===== src/rtl/banked_sp_pkg.sv =====
package banked_sp_pkg;

    localparam int DATA_W = 32;
    localparam int SEL_W  = 3;

    typedef enum logic [SEL_W-1:0] {
        SEL_STATUS = 3'd0,
        SEL_COND   = 3'd1,
        SEL_SP_INT = 3'd2,
        SEL_SP_USR = 3'd3,
        SEL_AUX0   = 3'd4,
        SEL_AUX1   = 3'd5,
        SEL_BPC    = 3'd6,
        SEL_NONE   = 3'd7
    } ctl_sel_e;

    // Bit positions inside the packed status word
    localparam int POS_BSM   = 15;
    localparam int POS_BIE   = 14;
    localparam int POS_BCOND = 8;
    localparam int POS_SM    = 7;
    localparam int POS_IE    = 6;
    localparam int POS_COND  = 0;

    typedef struct packed {
        logic bsm;
        logic bie;
        logic bcond;
        logic sm;
        logic ie;
        logic cond;
    } status_t;

    function automatic logic [DATA_W-1:0] pack_status(status_t s);
        logic [DATA_W-1:0] w;
        w = '0;
        w[POS_BSM]   = s.bsm;
        w[POS_BIE]   = s.bie;
        w[POS_BCOND] = s.bcond;
        w[POS_SM]    = s.sm;
        w[POS_IE]    = s.ie;
        w[POS_COND]  = s.cond;
        return w;
    endfunction

    function automatic status_t unpack_status(logic [DATA_W-1:0] w);
        status_t s;
        s.bsm   = w[POS_BSM];
        s.bie   = w[POS_BIE];
        s.bcond = w[POS_BCOND];
        s.sm    = w[POS_SM];
        s.ie    = w[POS_IE];
        s.cond  = w[POS_COND];
        return s;
    endfunction

    localparam logic [DATA_W-1:0] STATUS_MASK =
        (DATA_W'(1) << POS_BSM) | (DATA_W'(1) << POS_BIE) | (DATA_W'(1) << POS_BCOND) |
        (DATA_W'(1) << POS_SM)  | (DATA_W'(1) << POS_IE)  | (DATA_W'(1) << POS_COND);

endpackage


===== src/rtl/bsp_status.sv =====
module bsp_status
    import banked_sp_pkg::*;
#(
    parameter int DW = DATA_W
) (
    input  logic          clk,
    input  logic          rst,
    input  logic          wr_status,
    input  logic          wr_cond,
    input  logic [DW-1:0] wr_data,
    output status_t       st,
    output logic          swap_up,
    output logic          swap_down
);

    status_t incoming;

    always_comb begin
        incoming  = unpack_status(wr_data);
        swap_up   = wr_status && !st.sm && incoming.sm;
        swap_down = wr_status && st.sm && !incoming.sm;
    end

    always_ff @(posedge clk) begin
        if (rst) begin
            st <= '0;
        end else if (wr_status) begin
            st <= incoming;
        end else if (wr_cond) begin
            st.cond <= wr_data[0];
        end
    end

    // a write to the condition selector touches no other flag
    assert_cond_only_R2: assert property (@(posedge clk) disable iff (rst)
        (wr_cond && !wr_status) |=> (st.sm == $past(st.sm) && st.ie == $past(st.ie)
                                     && st.bsm == $past(st.bsm)));

    // swap directions never both asserted
    assert_swap_excl_R7: assert property (@(posedge clk) disable iff (rst)
        !(swap_up && swap_down));

endmodule


===== src/rtl/bsp_stack_bank.sv =====
module bsp_stack_bank
    import banked_sp_pkg::*;
#(
    parameter int DW = DATA_W
) (
    input  logic          clk,
    input  logic          rst,
    input  logic          sm,
    input  logic          swap_up,
    input  logic          swap_down,
    input  logic          wr_int,
    input  logic          wr_usr,
    input  logic [DW-1:0] wr_data,
    input  logic          side_we,
    input  logic [DW-1:0] side_wd,
    output logic [DW-1:0] gr15,
    output logic [DW-1:0] int_rd,
    output logic [DW-1:0] usr_rd
);

    logic [DW-1:0] bank_int;
    logic [DW-1:0] bank_usr;
    logic          ctl_hits_gr;

    always_comb begin
        ctl_hits_gr = (wr_int && !sm) || (wr_usr && sm);
        int_rd      = sm ? bank_int : gr15;
        usr_rd      = sm ? gr15 : bank_usr;
    end

    always_ff @(posedge clk) begin
        if (rst) begin
            gr15     <= '0;
            bank_int <= '0;
            bank_usr <= '0;
        end else if (swap_up) begin
            bank_int <= gr15;
            gr15     <= bank_usr;
        end else if (swap_down) begin
            bank_usr <= gr15;
            gr15     <= bank_int;
        end else begin
            if (wr_int && sm)  bank_int <= wr_data;
            if (wr_usr && !sm) bank_usr <= wr_data;
            if (ctl_hits_gr)   gr15 <= wr_data;
            else if (side_we)  gr15 <= side_wd;
        end
    end

    assert_swap_down_R5: assert property (@(posedge clk) disable iff (rst)
        swap_down |=> (bank_usr == $past(gr15) && gr15 == $past(bank_int)));

    assert_swap_up_R6: assert property (@(posedge clk) disable iff (rst)
        swap_up |=> (bank_int == $past(gr15) && gr15 == $past(bank_usr)));

    assert_banks_hold_R7: assert property (@(posedge clk) disable iff (rst)
        (!swap_up && !swap_down && !wr_int && !wr_usr) |=> ($stable(bank_int) && $stable(bank_usr)));

    assert_ctl_wins_R11: assert property (@(posedge clk) disable iff (rst)
        (ctl_hits_gr && !swap_up && !swap_down) |=> gr15 == $past(wr_data));

endmodule


===== src/rtl/bsp_aux_store.sv =====
module bsp_aux_store
    import banked_sp_pkg::*;
#(
    parameter int DW    = DATA_W,
    parameter int SW    = SEL_W,
    parameter int BASE  = 4,
    parameter int COUNT = 3
) (
    input  logic          clk,
    input  logic          rst,
    input  logic          wr_en,
    input  logic [SW-1:0] wr_sel,
    input  logic [DW-1:0] wr_data,
    input  logic [SW-1:0] rd_sel,
    output logic [DW-1:0] rd_data
);

    logic [DW-1:0] regs [COUNT];
    logic [DW-1:0] hits [COUNT];

    for (genvar i = 0; i < COUNT; i++) begin : g_reg
        localparam logic [SW-1:0] MY_SEL = SW'(BASE + i);
        always_ff @(posedge clk) begin
            if (rst)                              regs[i] <= '0;
            else if (wr_en && wr_sel == MY_SEL)   regs[i] <= wr_data;
        end
        assign hits[i] = (rd_sel == MY_SEL) ? regs[i] : '0;
    end

    always_comb begin
        rd_data = '0;
        for (int i = 0; i < COUNT; i++) rd_data = rd_data | hits[i];
    end

endmodule


===== src/rtl/banked_sp_ctrl.sv =====
module banked_sp_ctrl
    import banked_sp_pkg::*;
(
    input  logic              clk,
    input  logic              rst,
    input  logic [SEL_W-1:0]  cr_rd_sel,
    output logic [DATA_W-1:0] cr_rd_data,
    input  logic              cr_wr_en,
    input  logic [SEL_W-1:0]  cr_wr_sel,
    input  logic [DATA_W-1:0] cr_wr_data,
    input  logic              sp_wr_en,
    input  logic [DATA_W-1:0] sp_wr_data,
    output logic [DATA_W-1:0] sp_rd_data
);

    status_t           st;
    logic              swap_up, swap_down;
    logic [DATA_W-1:0] int_rd, usr_rd, aux_rd;

    bsp_status #(.DW(DATA_W)) u_status (
        .clk       (clk),
        .rst       (rst),
        .wr_status (cr_wr_en && cr_wr_sel == SEL_STATUS),
        .wr_cond   (cr_wr_en && cr_wr_sel == SEL_COND),
        .wr_data   (cr_wr_data),
        .st        (st),
        .swap_up   (swap_up),
        .swap_down (swap_down)
    );

    bsp_stack_bank #(.DW(DATA_W)) u_stack (
        .clk       (clk),
        .rst       (rst),
        .sm        (st.sm),
        .swap_up   (swap_up),
        .swap_down (swap_down),
        .wr_int    (cr_wr_en && cr_wr_sel == SEL_SP_INT),
        .wr_usr    (cr_wr_en && cr_wr_sel == SEL_SP_USR),
        .wr_data   (cr_wr_data),
        .side_we   (sp_wr_en),
        .side_wd   (sp_wr_data),
        .gr15      (sp_rd_data),
        .int_rd    (int_rd),
        .usr_rd    (usr_rd)
    );

    bsp_aux_store #(.DW(DATA_W), .SW(SEL_W), .BASE(4), .COUNT(3)) u_aux (
        .clk     (clk),
        .rst     (rst),
        .wr_en   (cr_wr_en),
        .wr_sel  (cr_wr_sel),
        .wr_data (cr_wr_data),
        .rd_sel  (cr_rd_sel),
        .rd_data (aux_rd)
    );

    always_comb begin
        unique case (cr_rd_sel)
            SEL_STATUS: cr_rd_data = pack_status(st);
            SEL_COND:   cr_rd_data = {{(DATA_W-1){1'b0}}, st.cond};
            SEL_SP_INT: cr_rd_data = int_rd;
            SEL_SP_USR: cr_rd_data = usr_rd;
            SEL_AUX0, SEL_AUX1, SEL_BPC: cr_rd_data = aux_rd;
            default:    cr_rd_data = '0;
        endcase
    end

    assert_status_reserved_R1: assert property (@(posedge clk) disable iff (rst)
        (cr_rd_sel == SEL_STATUS) |-> ((cr_rd_data & ~STATUS_MASK) == '0));

    assert_cond_upper_R2: assert property (@(posedge clk) disable iff (rst)
        (cr_rd_sel == SEL_COND) |-> (cr_rd_data[DATA_W-1:1] == '0));

    assert_sel7_zero_R9: assert property (@(posedge clk) disable iff (rst)
        (cr_rd_sel == SEL_NONE) |-> (cr_rd_data == '0));

    assert_alias_R3: assert property (@(posedge clk) disable iff (rst)
        (cr_rd_sel == SEL_SP_INT && !st.sm) |-> (cr_rd_data == sp_rd_data));

    assert_alias_R4: assert property (@(posedge clk) disable iff (rst)
        (cr_rd_sel == SEL_SP_USR && st.sm) |-> (cr_rd_data == sp_rd_data));

    assert_reset_clear_R12: assert property (@(posedge clk)
        rst |=> (sp_rd_data == '0));

endmodule


===== config.mk =====
export PLATFORM = sky130hd
export DESIGN_NAME = banked_sp_ctrl
export DESIGN_NICKNAME = d
export VERILOG_FILES = /design/src/rtl/banked_sp_pkg.sv /design/src/rtl/bsp_status.sv /design/src/rtl/bsp_stack_bank.sv /design/src/rtl/bsp_aux_store.sv /design/src/rtl/banked_sp_ctrl.sv
export SDC_FILE = /design/constraint.sdc
export NUM_CORES = 1
export LEC_CHECK = 0
export BUFFER_PORTS_ARGS = -buffer_cell sky130_fd_sc_hd__buf_2
export CAP_MARGIN = 20
export CELL_PAD_IN_SITES_DETAIL_PLACEMENT = 1
export CELL_PAD_IN_SITES_GLOBAL_PLACEMENT = 2
export CORE_MARGIN = 2
export CORE_UTILIZATION = 34
export CTS_CLUSTER_SIZE = 12
export DETAILED_ROUTE_END_ITERATION = 16
export GPL_TIMING_DRIVEN = 0
export PLACE_DENSITY = 0.88
export SYNTH_ARGS = -nofsm -noshare
export SYNTH_HDL_FRONTEND = slang
export SYNTH_HIERARCHICAL = 1
export SYNTH_SLANG_ARGS = --single-unit

===== constraint.sdc =====
create_clock -name clk -period 2.2 [get_ports clk]
set_clock_uncertainty 0.2 [all_clocks]
set_input_delay 0 -clock clk [delete_from_list [all_inputs] [get_ports clk]]
set_output_delay 0 -clock clk [all_outputs]
set_load 0.1 [all_outputs]

==> results.md, run 1 <==
- Fillcell total: 3,792
- Critical setup path kind: reg2reg
- Setup slack, reg-to-reg: -210 ps
- Syn Nets: 1,316
- Final Hold Vio Count: 0
- Total global routing overflow: 0
- Pre-antenna DRT Iters: 7
- WL/cell: 24.7 um
- Num CTS Buffers: 17
- Fin nets: 1,563
- CTS tree: done
- Number of core rows: 68
- EDFF count, synth: 96
- Synth Instances: 1,242
- Vias in the first global route: 11,300
- Antenna Cells: 0
- R2r startpoint: u_status/st[2]
- Largest net degree at the start of global routing: 33
- Worst Max-Slew Pin Slew: 920 ps
- Sequential-to-total area share from yosys stat: 0.420
- Layout cell share with drive strength beyond 1: 0.317
- Crit-path cells: buf_8 > mux2i_2 > buf_2 > nand3_1 > a311oi_1
- Dpl hpwl: 33,700 um
- Final setup vio count: 37
- Required time worst endpoint: 2350 ps
- Reg2reg end: u_stack/gr15[5]
- Root Buffer: clkbuf_16
- WP data arrival: 2560 ps
- Clock sinks: 198
- Final Hold Slack: 68.0 ps
- Top cell type's share of synthesized area: 0.246
- Drc violations: 0
- Outcome: complete, but fails checks
- Crit path time final: 2410 ps
- Post-synth top cells: 102 x dfxtp_1, 102 x nand2_1, 97 x nor2_1
- Final ANT Viol Nets: 0
- Failing checks: setup timing
- Worst Reg-to-Reg Cells: 5
- Max Slew Vio Count: 0
- Tot GR Track Use: 0.264
- Max FO, Critical Path: 10
- Initial Util: 0.342
- Placer Congestion: 0.846
- I/O pin cnt: 138
- Final setup margin: -207 ps
- Clock Tree Buf Depth: 2
- Worst setup SP type: flop
- Final WL: 48,300 um
- Slew HR: 0.378
- Crit path capture: u_stack/gr15[5]
- Leak pwr: 5.77 nW
- First-pass GRT wire length: 71,500 um
- Path length in cells of the critical path: 5
- Vias: 11,100
- Via density: 5.65
- Avg Cell Area, Syn: 9.44 um2
- Ys async rst share: 0
- First DRT Iteration DRCs: 893
- Fin crit share: 1.09
- Hold Crit Class: in2reg
- RSZ-0062 raised after global routing: true
- Area Growth Syn to Fin: 35.4%
- CP max stage delay: 610 ps
- #FFs+latches synth: 198
- Area contributors post-synth: edfxtp_1 25%, dfxtp_1 17%, mux2i_1 8.2%
- Largest delay contributor family on the critical path: multiplexers
- Critical Path Source: u_status/st[2]
- Synth Cell Area: 0.0117 mm2
- Die Ht: 190 um
- # port buffers: 136
- Worst vdd ir: 0.546 mV
- Core Region: 0.0343 mm2
- Util after Layout: 0.463
- CP endpoint kind: flop
- Distinct cells, synth: 41
- Synthesis Warnings: 6
- Most used DFF post-synth: dfxtp_1
- Die Area: 0.0360 mm2
- CP max-delay cell: mux2i_2
- Hold Path Origin: cr_wr_en
- PwrDens: 620 mW/mm2
- MaxCap Viol Count: 0
- Initial antenna violation count: 0
- Worst skew pair latency: 450 ps
- Max Clk Rate: 0.415 GHz
- H-tree depth: 4
- Clk pin slew, worst setup/hold paths: 70 ps
- Area leader, netlist: edfxtp_1
- Buf+Inv Stages, Crit Path: 2
- Die X: 190 um
==> worst min-delay path, stage by stage <==
cell and delay, ps:
buf_2 150, nand4bb_1 110, buf_2 210, nor2_1 120
==> report_power, final <==
part / leakage (nW) / total (mW) / switching [mW] / internal, mW
Clock: 0.287 / 3.25 / 1.45 / 1.80
Sequential: 1.76 / 4.21 / 0.148 / 4.07
Combinational: 3.72 / 2.38 / 1.58 / 0.802
==> registers in the layout (all words and copies together), names as in the netlist <==
name and flops:
u_aux/regs 96, u_stack/bank_int 32, u_stack/gr15 32, u_status/st 6, u_stack/bank_usr 32
==> stage by stage <==
| step | area [um2] | power, mW | cells | setup TNS, ps | worst slack [ps] |
|---|---|---|---|---|---|
| 3_5_place_dp | 13300 | 6.28 | 1834 | -60070 | -847 |
| 6_report | 15900 | 9.85 | 1957 | -5210 | -207 |
| 2_1_floorplan | 12100 | 5.69 | 1242 | -42.2 | -42.2 |
| 3_3_place_gp | 13300 | 6.23 | 1833 | -102510 | -874 |
| 4_1_cts | 15500 | 9.75 | 1948 | -7240 | -259 |
| 5_1_grt | 15900 | 10.1 | 1957 | -6660 | -254 |
==> cells by family (layout without fill, tap and decap cells) <==
kind of cell,after synthesis,after routing,synth area share
compound gates,293,293,0.181
mux,166,166,0.149
simple gates,427,427,0.177
buf+inv,158,418,0.0734
flops,198,198,0.420
==> layout by cell type, fill, tap and decap left out, drive strengths merged, types with 70 or more instances in the layout <==
cell,n
clkbuf,81
buf,218
dfxtp,102
a211oi,96
nand2,102
mux2i,96
dlygate4sd3,78
mux2,70
edfxtp,96
nor2,104
==> worst min path at each step <==
stage                        end  depth (start not counted)  slack (ps)
2_1_floorplan     u_status/st[0]                          1        -130
3_3_place_gp      u_status/st[3]                          3         150
3_5_place_dp     u_stack/gr15[5]                          3         150
4_1_cts        u_aux/regs[0][12]                          4          40
5_1_grt        u_aux/regs[0][12]                          4         100
6_report       u_aux/regs[0][12]                          4          70
==> metal layers <==
layer  up-vias  GRT usage  part of all wire
met5         -          0                 0
met4         0      0.103             0.034
met3        85     0.0382             0.055
met2       422      0.445              0.48
met1      5514      0.344              0.43
li1       5033          -                 -
==> cell type report <==
type / count / area [um2] / share of cell area
Timing Repair Buffer: 228 / 2080 / 0.131
Sequential cell: 198 / 4930 / 0.310
Multi-Input combinational cell: 886 / 6700 / 0.422
Tap cell: 455 / 569 / 0.0358
Buffer: 125 / 885 / 0.0557
Clock inverter: 8 / 97.6 / 0.00615
Clock buffer: 24 / 493 / 0.0310
Inverter: 33 / 124 / 0.00780
==> timing repair <==
item                                    CTS  global route
setup buffers                             2             8
cloned                                    2             1
endpoints found under the hold margin   194             0
endpoints found under the setup margin  124           107
pin swaps                                 6            11
gates resized for setup                 200           108
hold buffers                             78             0
Note: power is estimated with default switching activity, not from simulation.
==> run 2: changes to the inputs <==
- CAP_MARGIN: 20 -> 10
- CORE_MARGIN: 2 -> 4
==> run 2 against run 1 <==
Against the previous run:
- global-route usage fell by 1.3 points
- the run still ends with setup timing left
- critical path type is now reg2out
- critical endpoint is now cr_rd_data[14]
- non-clock buffer count rose by 3
- register-to-register slack improved by 150 ps
==> results.md, run 2 (synthesis results as in run 1) <==
- Crit-path cells: buf_4 > buf_16 > clkbuf_16 > mux2_2 > mux2_2 > nand2_1 > nand3_2 > buf_12
- Outcome: complete, but fails checks
- Tot GR Track Use: 0.251 (-0.0134)
- Hold Crit Class: in2reg
- Clock Tree Buf Depth: 2 (unchanged)
- Drc violations: 0 (unchanged)
- Post-route insts no fill: 1,953 (-0.20%)
- Clk pin slew, worst setup/hold paths: 70 ps (about the same)
- Worst Max-Slew Pin Slew: 939 ps (+18.7 ps)
- Placer Congestion: 0.890 (+5.2%)
- Initial Util: 0.347 (+0.00510)
- Layout cell share with drive strength beyond 1: 0.346 (+0.0286)
- Failing checks: setup timing
- Final setup margin: -264 ps (-56.3 ps)
- Largest net degree at the start of global routing: 33 (unchanged)
- Number of core rows: 67 (-1.5%)
- Largest Register: u_aux/regs
- Required time worst endpoint: 2000 ps (-350 ps)
- WL/cell: 25.4 um (+3.1%)
- Critical setup path kind: reg2out
- CP most frequent cell: mux2_2
- Core Region: 0.0338 mm2 (-1.5%)
- Util after Layout: 0.484 (+0.0207)
- Total global routing overflow: 0 (unchanged)
- Critical Path Source: u_status/st[2]
- I/O pin cnt: 138 (unchanged)
- Die X: 194 um (+2.1%)
- First DRT Iteration DRCs: 1,007 (+13%)
- CTS tree: done
- R2r startpoint: u_status/st[2]
- Hold Path Origin: cr_wr_en
- WP data arrival: 2260 ps (-300 ps)
- Max reg flops: 96 (unchanged)
- Leak pwr: 5.93 nW (+2.9%)
- Fin nets: 1,566 (+0.19%)
- Vias: 11,300 (+2.1%)
- First-pass GRT wire length: 73,200 um (+2.4%)
- Final Hold Vio Count: 0 (unchanged)
- Fin crit share: 1.12 (+0.0256)
- Root Buffer: clkbuf_16
- Final WL: 49,600 um (+2.8%)
- Final ANT Viol Nets: 0 (unchanged)
- Antenna Cells: 0 (unchanged)
- Worst setup SP type: flop
- PwrDens: 606 mW/mm2 (-2.3%)
- Fillcell total: 3,690 (-2.7%)
- CP max stage delay: 390 ps (-220 ps)
- Die Ht: 194 um (+2.1%)
- Most common cell after layout, fill and taps aside: buf_2
- Area Growth Syn to Fin: 39.4%
- Placed instance count: 1,827 (-0.38%)
- Max FO, Critical Path: 5 (-5)
- Worst skew pair latency: 460 ps (about the same)
- Via density: 5.78 (+2.3%)
- Slew HR: 0.374 (-0.00412)
- Final setup vio count: 36 (-2.7%)
- H-tree depth: 4 (unchanged)
- Vias in the first global route: 11,600 (+2.5%)
- # port buffers: 136 (unchanged)
- Crit path time final: 2460 ps (+56.3 ps)
- Initial antenna violation count: 2 (+2)
- MaxCap Viol Count: 0 (unchanged)
- Max Clk Rate: 0.406 GHz (-2.3%)
- Clock sinks: 198 (unchanged)
- Most frequent cells in the layout: 133 x buf_2, 101 x dfxtp_1, 98 x nand2_1
- CP max-delay cell: dfxtp_4
- Max Slew Vio Count: 0 (unchanged)
- Buf+Inv Stages, Crit Path: 4 (+2)
- Die Area: 0.0375 mm2 (+4.3%)
- Dpl hpwl: 33,900 um (+0.52%)
- Largest delay contributor family on the critical path: multiplexers
- Worst vdd ir: 0.542 mV (-0.76%)
- CP endpoint kind: output pin
- RSZ-0062 raised after global routing: true
- Pre-antenna DRT Iters: 5 (-2)
- Num CTS Buffers: 17 (unchanged)
run 2: cell types whose count changed in the layout (fill, tap and decap cells not counted), moves of 10 or more:
cell | previous run | this run
clkbuf_2 | 21 | 10
o21ai_2 | 6 | 20
mux2i_4 | 16 | 27
buf_4 | 12 | 24
mux2i_2 | 11 | 1
buf_12 | 26 | 38
run 2: path summary, 6_finish.rpt:
kind,slack [ps],end,cells past startpoint
max,-260,cr_rd_data[14],8
min reg2reg,300,u_stack/bank_usr[14],2
min,90,u_aux/regs[0][11],4
max reg2reg,-60,u_stack/gr15[1],8
run 2: repair_timing:
item / CTS / global route
pin swaps: 10 / 12
resized for setup: 302 / 118
setup endpoints to repair: 97 / 127
endpoints found under the hold margin: 195 / 0
gates cloned: 3 / 0
hold buffers: 77 / 0
setup buffers: 12 / 8
run 2: layer usage:
layer  global-route usage  routed length, um  vias to the layer above
met1                0.323              20800                     5658
met5                    0                 13                        -
met3               0.0452               3070                       91
met2                0.425              24200                      506
li1                     -                  -                     5032
met4               0.0892               1600                        2
run 2: layout make-up:
| type | count | area, um2 | share of cell area |
|---|---|---|---|
| clock buffers | 21 | 492 | 0.0301 |
| repair buffers | 237 | 2250 | 0.138 |
| plain buffers | 119 | 927 | 0.0567 |
| clock inverters | 11 | 100 | 0.00612 |
| inverters | 33 | 124 | 0.00758 |
| multi-input cells | 886 | 6970 | 0.426 |
| flip-flops and latches | 198 | 4930 | 0.301 |
| well taps | 448 | 561 | 0.0343 |
run 2: stage by stage:
step / total power, mW / hold WS (ps) / setup WS (ps) / area (um2) / TNS (ps)
6_report: 9.90 / 91.1 / -264 / 16300 / -4230
5_1_grt: 10.2 / 93.5 / -301 / 16300 / -5870
4_1_cts: 9.83 / 60.2 / -280 / 16000 / -5770
3_5_place_dp: 6.28 / 150 / -915 / 13300 / -62930
3_3_place_gp: 6.23 / 138 / -914 / 13300 / -93590
2_1_floorplan: 5.69 / -131 / -42.2 / 12100 / -42.2
run 2: power by group:
group | switching [mW] | internal, mW
registers | 0.150 | 4.07
clock network | 1.52 | 1.69
logic | 1.62 | 0.858
run 2: worst reg2reg max path, delay by kind of cell, from the launching register on:
kind                   cells  cell delay (ps)
AO/OA/AOI/OAI              1              280
buffers and inverters      4              690
flip-flops                 1              390
AND/OR/NAND/NOR            3              600
==> run 3: changes to the inputs <==
- CORE_ASPECT_RATIO: unset -> 0.6
==> run 3 against run 2 <==
Against the previous run:
- the run still ends with setup timing left
- register-to-register slack improved by 50 ps
- sequential cell count unchanged
- fmax increased by 2.7%
- largest cell class unchanged
==> results.md, run 3 (synthesis results as in run 1) <==
- Final setup vio count: 33 (-8.3%)
- Setup slack, reg-to-reg: -10 ps (+50 ps)
- CP endpoint kind: output pin
- Outcome: complete, but fails checks
- Worst Max-Slew Pin Slew: 991 ps (+52.0 ps)
- Pre-antenna DRT Iters: 6 (+1)
- Failing checks: setup timing
- Pre-CTS setup slack: -768 ps (+147 ps)
- Die Ht: 152 um (-22%)
- Layout cell share with drive strength beyond 1: 0.346 (+0.000895)
- Number of core rows: 52 (-22%)
- Largest Register: u_aux/regs
- Final setup margin: -199 ps (+64.9 ps)
- Dpl hpwl: 36,600 um (+7.9%)
- Num CTS Buffers: 17 (unchanged)
- Most frequent cells in the layout: 124 x buf_2, 101 x dfxtp_1, 96 x nor2_1, 96 x edfxtp_1, 92 x nand2_1
- Die X: 248 um (+28%)
- Tot GR Track Use: 0.266 (+0.0150)
- Buf+Inv Stages, Crit Path: 5 (+1)
- Vias: 11,600 (+2.5%)
- R2r startpoint: u_status/st[2]
- CP max stage delay: 360 ps (-30 ps)
- WP data arrival: 2200 ps (-60 ps)
- Hold Crit Class: in2reg
- Clk pin slew, worst setup/hold paths: 80 ps (about the same)
- Fillcell total: 3,741 (+1.4%)
- Largest net degree at the start of global routing: 33 (unchanged)
- Tot Pwr: 9.81 mW (-0.93%)
- Final WL: 52,300 um (+5.3%)
- Max Clk Rate: 0.417 GHz (+2.7%)
- Max Slew Vio Count: 0 (unchanged)
- Crit path time final: 2400 ps (-64.9 ps)
- CP most frequent cell: buf_4
- Sequential Area: 0.00493 mm2 (unchanged)
- Final Hold Vio Count: 0 (unchanged)
- Initial Util: 0.347 (-0.000501)
- Area Growth Syn to Fin: 38.7%
- Crit-path cells: buf_8 > clkbuf_16 > buf_4 > buf_4 > mux2_4 > mux2i_4 > o21ai_4 > buf_12
- First-pass GRT wire length: 75,200 um (+2.6%)
- Worst vdd ir: 0.625 mV (+15%)
- Die Area: 0.0376 mm2 (+0.26%)
- Worst skew pair latency: 470 ps (about the same)
- Largest delay contributor family on the critical path: buffers and inverters
- Slew HR: 0.340 (-0.0346)
- RSZ-0062 raised after global routing: true
- Clock Tree Buf Depth: 2 (unchanged)
- Total global routing overflow: 0 (unchanged)
- Placed instance count: 1,838 (+0.60%)
- Placer Congestion: 0.882 (-0.94%)
- PwrDens: 603 mW/mm2 (-0.39%)
- CTS tree: done
- Required time worst endpoint: 2000 ps (about the same)
- Leak pwr: 5.88 nW (-0.90%)
- MaxCap Viol Count: 0 (unchanged)
- Max reg flops: 96 (unchanged)
- TNS Setup: -3190 ps (+1040 ps)
- Fin nets: 1,565 (-0.064%)
- Hold path depth: 4 (unchanged)
- First DRT Iteration DRCs: 1,215 (+21%)
- Clock sinks: 198 (unchanged)
- Root Buffer: clkbuf_16
- Worst setup SP type: flop
- Most common cell after layout, fill and taps aside: buf_2
- Hold Path Origin: cr_wr_sel[2]
- Worst Reg-to-Reg Cells: 6 (-2)
- Multi-input gate area: 0.00692 mm2 (-0.63%)
- I/O pin cnt: 138 (unchanged)
- CP max-delay cell: dfxtp_4
- Max FO, Critical Path: 8 (+3)
- Worst Hold End: u_aux/regs[2][21]
- Initial antenna violation count: 1 (-1)
- Post-route insts no fill: 1,964 (+0.56%)
- WL/cell: 26.6 um (+4.7%)
- Drc violations: 0 (unchanged)
- Fin crit share: 1.09 (-0.0295)
- Core Region: 0.0338 mm2 (+0.14%)
- Reg2reg end: u_stack/gr15[23]
- H-tree depth: 4 (unchanged)
- Via density: 5.89 (+1.9%)
- Final ANT Viol Nets: 0 (unchanged)
- Critical setup path kind: reg2out
- # port buffers: 136 (unchanged)
- Vias in the first global route: 11,900 (+2.7%)
[run 3: how the worst max path moves through the flow]
stage / cells past startpoint / endpoint / from
global route: 7 / cr_rd_data[0] / u_status/st[2]
CTS: 7 / cr_rd_data[0] / u_status/st[2]
floorplan: 4 / cr_rd_data[0] / u_stack/gr15[0]
detailed placement: 8 / cr_rd_data[20] / u_status/st[2]
global placement: 3 / u_aux/regs[0][25] / rst
finish: 8 / cr_rd_data[1] / u_status/st[2]
[run 3: area by class of cell]
| type | instances | area share |
|---|---|---|
| Multi-Input combinational cell | 886 | 0.426 |
| Inverter | 33 | 0.00762 |
| Tap cell | 459 | 0.0353 |
| Timing Repair Buffer | 236 | 0.132 |
| Clock buffer | 18 | 0.0264 |
| Sequential cell | 198 | 0.303 |
| Clock inverter | 14 | 0.00731 |
| Antenna cell | 1 | 0.000154 |
| Buffer | 119 | 0.0619 |
[run 3: repair_timing]
item,CTS,global route
hold buffers,78,0
setup endpoints to repair,124,124
pin swaps,7,17
cloned,0,1
hold endpoints to repair,197,0
resized for setup,252,182
buffers inserted,10,10
[run 3: metrics by stage]
step	cell area [um2]	utilization	hold WS (ps)
2_1_floorplan	12100	-	-131
3_3_place_gp	13300	0.393	144
6_report	16300	0.481	54.4
3_5_place_dp	13300	0.394	148
4_1_cts	15600	0.462	25.3
5_1_grt	16300	0.481	69.5
[run 3: report_power, final]
group          leakage, nW  total, mW  internal (mW)  switching (mW)
logic                 3.87       2.45          0.832            1.62
registers             1.76       4.22           4.06           0.156
clock network        0.252       3.14           1.48            1.66
total                 5.88       9.81           6.38            3.43
[run 3: metal layers]
metal / vias to the layer above / track usage / routed length (um)
met5: - / 0 / 0
met4: 0 / 0.0953 / 1540
met3: 87 / 0.0592 / 4260
met2: 562 / 0.397 / 23400
met1: 5873 / 0.379 / 23100
li1: 5044 / - / -
[run 3: worst reg2reg max path: stages, from the launching register on]
cell      delay [ps]
dfxtp_4          360
buf_4            130
and3b_2          250
buf_4            190
clkbuf_1         580
a21o_1           240
a311oi_1          90
